**config.mk**
```make
export PLATFORM = sky130hd
export DESIGN_NAME = baud_gen
export DESIGN_NICKNAME = d
export VERILOG_FILES = /design/src/rtl/baud_gen_pkg.sv /design/src/rtl/baud_gen_regs.sv /design/src/rtl/baud_gen_sync.sv /design/src/rtl/baud_gen_cnt.sv /design/src/rtl/baud_gen.sv
export SDC_FILE = /design/constraint.sdc
export NUM_CORES = 1
export LEC_CHECK = 0
export ABC_AREA = 0
export BUFFER_PORTS_ARGS = -buffer_cell sky130_fd_sc_hd__clkbuf_2
export CAP_MARGIN = 20
export CORE_ASPECT_RATIO = 1.1
export CORE_MARGIN = 8
export CORE_UTILIZATION = 25
export CTS_BUF_LIST = sky130_fd_sc_hd__clkbuf_16
export CTS_CLUSTER_DIAMETER = 40
export DETAILED_ROUTE_END_ITERATION = 8
export HOLD_SLACK_MARGIN = 0.05
export SLEW_MARGIN = 10
export SYNTH_ARGS = -nofsm -noshare
export SYNTH_HDL_FRONTEND = slang
export SYNTH_SLANG_ARGS = --single-unit
```
**constraint.sdc**
```tcl
create_clock -name clk -period 2.2 [get_ports clk]
set_input_delay 0.44 -clock clk [delete_from_list [all_inputs] [get_ports clk]]
set_output_delay 0.44 -clock clk [all_outputs]
set_load 0.005 [all_outputs]
```
**src/rtl/baud_gen_pkg.sv**
```systemverilog
package baud_gen_pkg;
  typedef enum logic [1:0] {
    SEL_TC_LO = 2'd0,
    SEL_TC_HI = 2'd1,
    SEL_CTRL  = 2'd2,
    SEL_ROUTE = 2'd3
  } reg_sel_e;

  localparam int CTRL_EN_BIT  = 0;
  localparam int CTRL_SRC_BIT = 1;
  localparam int ROUTE_TX_BIT = 0;
  localparam int ROUTE_RX_BIT = 1;
  localparam int TC_LANES     = 2;
endpackage

```
**src/rtl/baud_gen_regs.sv**
```systemverilog
module baud_gen_regs
  import baud_gen_pkg::*;
#(
  parameter int BYTE_W = 8
) (
  input  logic                         clk,
  input  logic                         rst_n,
  input  logic                         wr_en,
  input  reg_sel_e                     wr_sel,
  input  logic [BYTE_W-1:0]            wr_data,
  output logic [TC_LANES*BYTE_W-1:0]   tc,
  output logic                         run,
  output logic                         src_bus,
  output logic                         route_tx,
  output logic                         route_rx,
  output logic                         start,
  output logic                         stop
);
  // one register per time-constant byte lane
  for (genvar g = 0; g < TC_LANES; g++) begin : g_lane
    logic [BYTE_W-1:0] lane_q, lane_d;
    always_comb begin
      lane_d = lane_q;
      if (wr_en && wr_sel == reg_sel_e'(g)) lane_d = wr_data;
    end
    always_ff @(posedge clk or negedge rst_n) begin
      if (!rst_n) lane_q <= '0;
      else        lane_q <= lane_d;
    end
    assign tc[g*BYTE_W +: BYTE_W] = lane_q;
  end

  logic run_q, src_q, rtx_q, rrx_q;
  logic run_d, src_d, rtx_d, rrx_d;
  logic ctrl_wr, route_wr;

  assign ctrl_wr  = wr_en && (wr_sel == SEL_CTRL);
  assign route_wr = wr_en && (wr_sel == SEL_ROUTE);
  assign start    = ctrl_wr &&  wr_data[CTRL_EN_BIT] && !run_q;
  assign stop     = ctrl_wr && !wr_data[CTRL_EN_BIT] &&  run_q;

  always_comb begin
    run_d = run_q;
    src_d = src_q;
    rtx_d = rtx_q;
    rrx_d = rrx_q;
    if (ctrl_wr) begin
      run_d = wr_data[CTRL_EN_BIT];
      src_d = wr_data[CTRL_SRC_BIT];
    end
    if (route_wr) begin
      rtx_d = wr_data[ROUTE_TX_BIT];
      rrx_d = wr_data[ROUTE_RX_BIT];
    end
  end

  always_ff @(posedge clk or negedge rst_n) begin
    if (!rst_n) begin
      run_q <= 1'b0;
      src_q <= 1'b0;
      rtx_q <= 1'b0;
      rrx_q <= 1'b0;
    end else begin
      run_q <= run_d;
      src_q <= src_d;
      rtx_q <= rtx_d;
      rrx_q <= rrx_d;
    end
  end

  assign run      = run_q;
  assign src_bus  = src_q;
  assign route_tx = rtx_q;
  assign route_rx = rrx_q;
endmodule

```
**src/rtl/baud_gen_sync.sv**
```systemverilog
module baud_gen_sync #(
  parameter int STAGES = 2
) (
  input  logic clk,
  input  logic rst_n,
  input  logic pin,
  output logic rise
);
  logic [STAGES-1:0] sync_q, sync_d;
  logic              prev_q;

  always_comb begin
    sync_d = {sync_q[STAGES-2:0], pin};
  end

  always_ff @(posedge clk or negedge rst_n) begin
    if (!rst_n) begin
      sync_q <= '0;
      prev_q <= 1'b0;
    end else begin
      sync_q <= sync_d;
      prev_q <= sync_q[STAGES-1];
    end
  end

  assign rise = sync_q[STAGES-1] && !prev_q;
endmodule

```
**src/rtl/baud_gen_cnt.sv**
```systemverilog
module baud_gen_cnt #(
  parameter int TC_W = 16
) (
  input  logic            clk,
  input  logic            rst_n,
  input  logic            start,
  input  logic            stop,
  input  logic            run,
  input  logic            tick,
  input  logic [TC_W-1:0] tc,
  output logic [TC_W-1:0] count,
  output logic            brg,
  output logic            zero_pulse
);
  logic [TC_W-1:0] cnt_q, cnt_d;
  logic            out_q, out_d;
  logic            zp_q, zp_d;

  always_comb begin
    cnt_d = cnt_q;
    out_d = out_q;
    zp_d  = 1'b0;
    if (start) begin
      cnt_d = tc | TC_W'(1);
      out_d = 1'b0;
    end else if (stop) begin
      cnt_d = '0;
      out_d = 1'b0;
    end else if (run && tick) begin
      if (cnt_q == '0) begin
        cnt_d = tc;
        out_d = !out_q;
        zp_d  = 1'b1;
      end else begin
        cnt_d = cnt_q - TC_W'(1);
      end
    end
  end

  always_ff @(posedge clk or negedge rst_n) begin
    if (!rst_n) begin
      cnt_q <= '0;
      out_q <= 1'b0;
      zp_q  <= 1'b0;
    end else begin
      cnt_q <= cnt_d;
      out_q <= out_d;
      zp_q  <= zp_d;
    end
  end

  assign count      = cnt_q;
  assign brg        = out_q;
  assign zero_pulse = zp_q;
endmodule

```
**src/rtl/baud_gen.sv**
```systemverilog
module baud_gen
  import baud_gen_pkg::*;
#(
  parameter int BYTE_W      = 8,
  parameter int SYNC_STAGES = 2
) (
  input  logic                       clk,
  input  logic                       rst_n,
  input  logic                       wr_en,
  input  logic [1:0]                 wr_sel,
  input  logic [BYTE_W-1:0]          wr_data,
  input  logic                       bus_ce,
  input  logic                       ext_clk_pin,
  output logic                       brg_clk,
  output logic                       tx_clk,
  output logic                       rx_clk,
  output logic                       zero_pulse,
  output logic [TC_LANES*BYTE_W-1:0] count
);
  localparam int TC_W = TC_LANES * BYTE_W;

  // asynchronous assertion, synchronous release
  logic [1:0] rst_pipe_q;
  logic       rst_sync_n;
  always_ff @(posedge clk or negedge rst_n) begin
    if (!rst_n) rst_pipe_q <= 2'b00;
    else        rst_pipe_q <= {rst_pipe_q[0], 1'b1};
  end
  assign rst_sync_n = rst_pipe_q[1];

  logic [TC_W-1:0] tc;
  logic run, src_bus, route_tx, route_rx, start, stop;
  logic pin_rise, tick;

  baud_gen_regs #(.BYTE_W(BYTE_W)) i_regs (
    .clk      (clk),
    .rst_n    (rst_sync_n),
    .wr_en    (wr_en),
    .wr_sel   (reg_sel_e'(wr_sel)),
    .wr_data  (wr_data),
    .tc       (tc),
    .run      (run),
    .src_bus  (src_bus),
    .route_tx (route_tx),
    .route_rx (route_rx),
    .start    (start),
    .stop     (stop)
  );

  baud_gen_sync #(.STAGES(SYNC_STAGES)) i_sync (
    .clk   (clk),
    .rst_n (rst_sync_n),
    .pin   (ext_clk_pin),
    .rise  (pin_rise)
  );

  assign tick = src_bus ? bus_ce : pin_rise;

  baud_gen_cnt #(.TC_W(TC_W)) i_cnt (
    .clk        (clk),
    .rst_n      (rst_sync_n),
    .start      (start),
    .stop       (stop),
    .run        (run),
    .tick       (tick),
    .tc         (tc),
    .count      (count),
    .brg        (brg_clk),
    .zero_pulse (zero_pulse)
  );

  assign tx_clk = brg_clk && route_tx;
  assign rx_clk = brg_clk && route_rx;
endmodule

```
==> impl_results.md <==
- Status: finished clean
- Fmax achieved: 0.4943 GHz
- Clock power frac: 21.9%
- I/O pins: 35
- Root Driver: clkbuf_16
- Synth top area cells: dfrtp_1, mux2_2, a21oi_1
- Slew Limit Fails: 0
- Core Rows: 36
- Drt total wl: 6.279 mm
- Number of synthesized register bits: 43
- Critical path peak fanout: 7
- GP Congestion: 0.9090
- DRT Pass-1 Iters: 4
- Mean Syn Cell Area: 11.07 µm²
- Clock Path Buffers: 2
- Setup slack, reg-to-reg: 0.18 ns
- Cell Area, Synth: 2270 µm²
- Crit share post-route: 91.95%
- Ys async rst share: 100.0%
- Hold Fails Final Rpt: 0
- CTS tree: built
- Mapped Cells: 205
- Hold WC Path Type: in2reg
- Hold_sp: ext_clk_pin
- Worst EP required: 2.37 ns
- Worst hold path endpoint: i_sync.sync_q[0]
- Num CTS Buffers: 5
- GRT Total Usage: 10.59%
- CP arrival: 2.19 ns
- Share of cells above drive strength 1: 35.02%
- Reg clk slew, reported paths: 0.06 ns
- Postcts setup bufs: 0
- Antenna fix cells: 0
- Synth warn: 0
- Initial DRC Count: 137
- Sequential share of power: 40.3%
- Count of cell types in the netlist: 55
- Final Setup Violations: 0
- Switching Share: 38.05%
- RSZ-0062 raised after global routing: no
- Worst setup margin: 0.1770 ns
- CP Launch Type: register
- Synth Net Count: 222
- Worst r2r path cells: 8
- Worst R2R Start: i_cnt.count[0]
- Reg2Reg Capture Point: i_cnt.count[14]
- PortBufs: 34
- Relative slew slack: 40.41%
- Hold Path Stages: 1
- Skew final: 0.002762 ns
- Cell Int Power: 0.001968 W
- Cell accounting for the most synthesized area: dfrtp_1
- Leak: 1.209 nW
- Remaining routing DRC violations: 0
- Setup Slack @ Placement: 0.1670 ns
- Post-synth top area share: 47.41%
- Sw Pwr: 0.001208 W
- Synth cell count leaders: dfrtp_1, mux2_2, nand2_1
- Initial core utilization: 25.71%
- Worst Setup End Kind: register
- CP peak stage delay: 0.54 ns
- Synth-to-layout area growth: 23.48%
- Most used DFF post-synth: dfrtp_1
- Die ar.: 12390 µm²
- MaxCap Viol Count: 0
- Worst slew pin tran: 0.8939 ns
- Sequential share of the synthesized area: 47.41%
- First-pass GRT wire length: 10.23 mm
- Final Cell Area: 2803 µm²
- Post-synth EDFFs: 0
- Top-count cell post-synth: dfrtp_1
- Via density: 5.059
- Crit-path cells: inv_1, ha_1, or3b_2, nor2_1, buf_4, nand4_1, o211ai_1, a2bb2oi_1
- Clk_lat worst skew: 0.28 ns
- Setup TNS Final: 0 ns
- Clk sink count: 43
- Routed wire per std cell: 16.92 µm
- Total number of vias: 1877
- Antenna Nets Post-Route: 0
- Die Y: 115.9 µm
- Largest net degree at the start of global routing: 42
- VDD IR max: 0.3104 mV
- Area of the core: 8828 µm²
- Fin crit period: 2.023 ns
- Slowest-stage cell, CP: or3b_2
- Vias in the first global route: 1942
- Hpwl dp: 4.881 mm
- Combinational power share: 37.8%
- Nets: 273
- Pwr dens: 1133 nW/µm²
- CP Class: reg2reg
- H-tree levels: 2
- Die Wd: 106.9 µm
- Initial antenna violation count: 0
- GRT overflow: 0
- Placed Area: 2653 µm²
## per-layer routing
metal  vias up  wire (µm)  track usage (%)
met2        58       3025            17.42
met1       937       2716            12.67
li1        873          -                -
met4         0        123            4.225
met5         -          0                0
met3         9        413            3.115
## stage by stage
step	util (%)	hold slack (ns)	total power, W	cells
2_1_floorplan	-	0.1444	0.001970	205
3_3_place_gp	30.05	0.2267	0.002482	362
3_5_place_dp	30.05	0.2273	0.002490	362
4_1_cts	31.72	0.2617	0.003202	371
5_1_grt	31.75	0.2655	0.003404	371
6_report	31.75	0.2634	0.003176	371
## power by group through the flow
stage	logic, W	registers [W]	clock network (W)
final	0.00120	0.00128	0.000696
after CTS	0.00121	0.00128	0.000712
after floorplan	0.000729	0.00124	0
after global placement	0.00119	0.00129	0
after global routing	0.00134	0.00132	0.000748
after detailed placement	0.00119	0.00130	0
## cells by family after synthesis
logic type,after synthesis,synth area share (%)
AO/OA/AOI/OAI,54,18.08
XOR/XNOR,3,1.158
buffers and inverters,9,2.260
adder cells (fa/ha/maj),2,1.102
multiplexers,21,10.36
flip-flops,43,47.41
AND/OR/NAND/NOR,72,19.46
other,1,0.1652
## how the worst max path moves through the flow
| stage | to | depth (start not counted) | from |
|---|---|---|---|
| 2_1_floorplan | i_cnt.count[14] | 7 | i_cnt.count[0] |
| 3_3_place_gp | i_cnt.count[14] | 8 | i_cnt.count[0] |
| 4_1_cts | i_cnt.count[15] | 5 | i_cnt.count[13] |
| 3_5_place_dp | i_cnt.count[15] | 5 | i_cnt.count[13] |
| 5_1_grt | i_cnt.count[14] | 8 | i_cnt.count[0] |
| 6_report | i_cnt.count[14] | 8 | i_cnt.count[0] |
## state kept, by name, indices dropped and copies added, names as in the netlist, 2 cells and up
signal / count
i_cnt.count: 16
i_sync.sync_q: 2
i_regs.g_lane.lane_q: 16
rst_pipe_q: 2
## critical path: cells and delay by family, from the launching register on
kind | cells | cell delay [ns]
buf+inv | 2 | 0.26
fa+ha+maj | 1 | 0.19
flops | 1 | 0.46
compound gates | 2 | 0.19
simple gates | 3 | 0.79
## placed cells by master, fill, tap and decap left out, drive strengths merged, types with 3 or more instances in the layout
cell type and count:
nand2 16, clkbuf 39, nor3 6, nor2 14, nand3 11, a21oi 12
buf 14, inv 6, a221o 4, dfrtp 43, o21ai 12, o211ai 4
nor4 3, and2 3, or3 3, or4 4, o22ai 3, a2bb2oi 3
mux2 20
## layout make-up
type                            instances  area [µm²]
Multi-Input combinational cell        153        1145
Clock buffer                            5       125.1
Clock inverter                          3       12.51
Sequential cell                        43        1077
Inverter                                4       15.01
Fill cell                             946        6026
Tap cell                              114       142.6
Timing Repair Buffer                   49       285.3
## timing repair
| action | 4_1_cts | 5_1_grt |
|---|---|---|
| setup endpoints to repair | 0 | 1 |
| gates resized for setup | 0 | 1 |
| hold endpoints to repair | 2 | 0 |
| hold buffers | 1 | 0 |
Power figures use the tool's default switching activity.
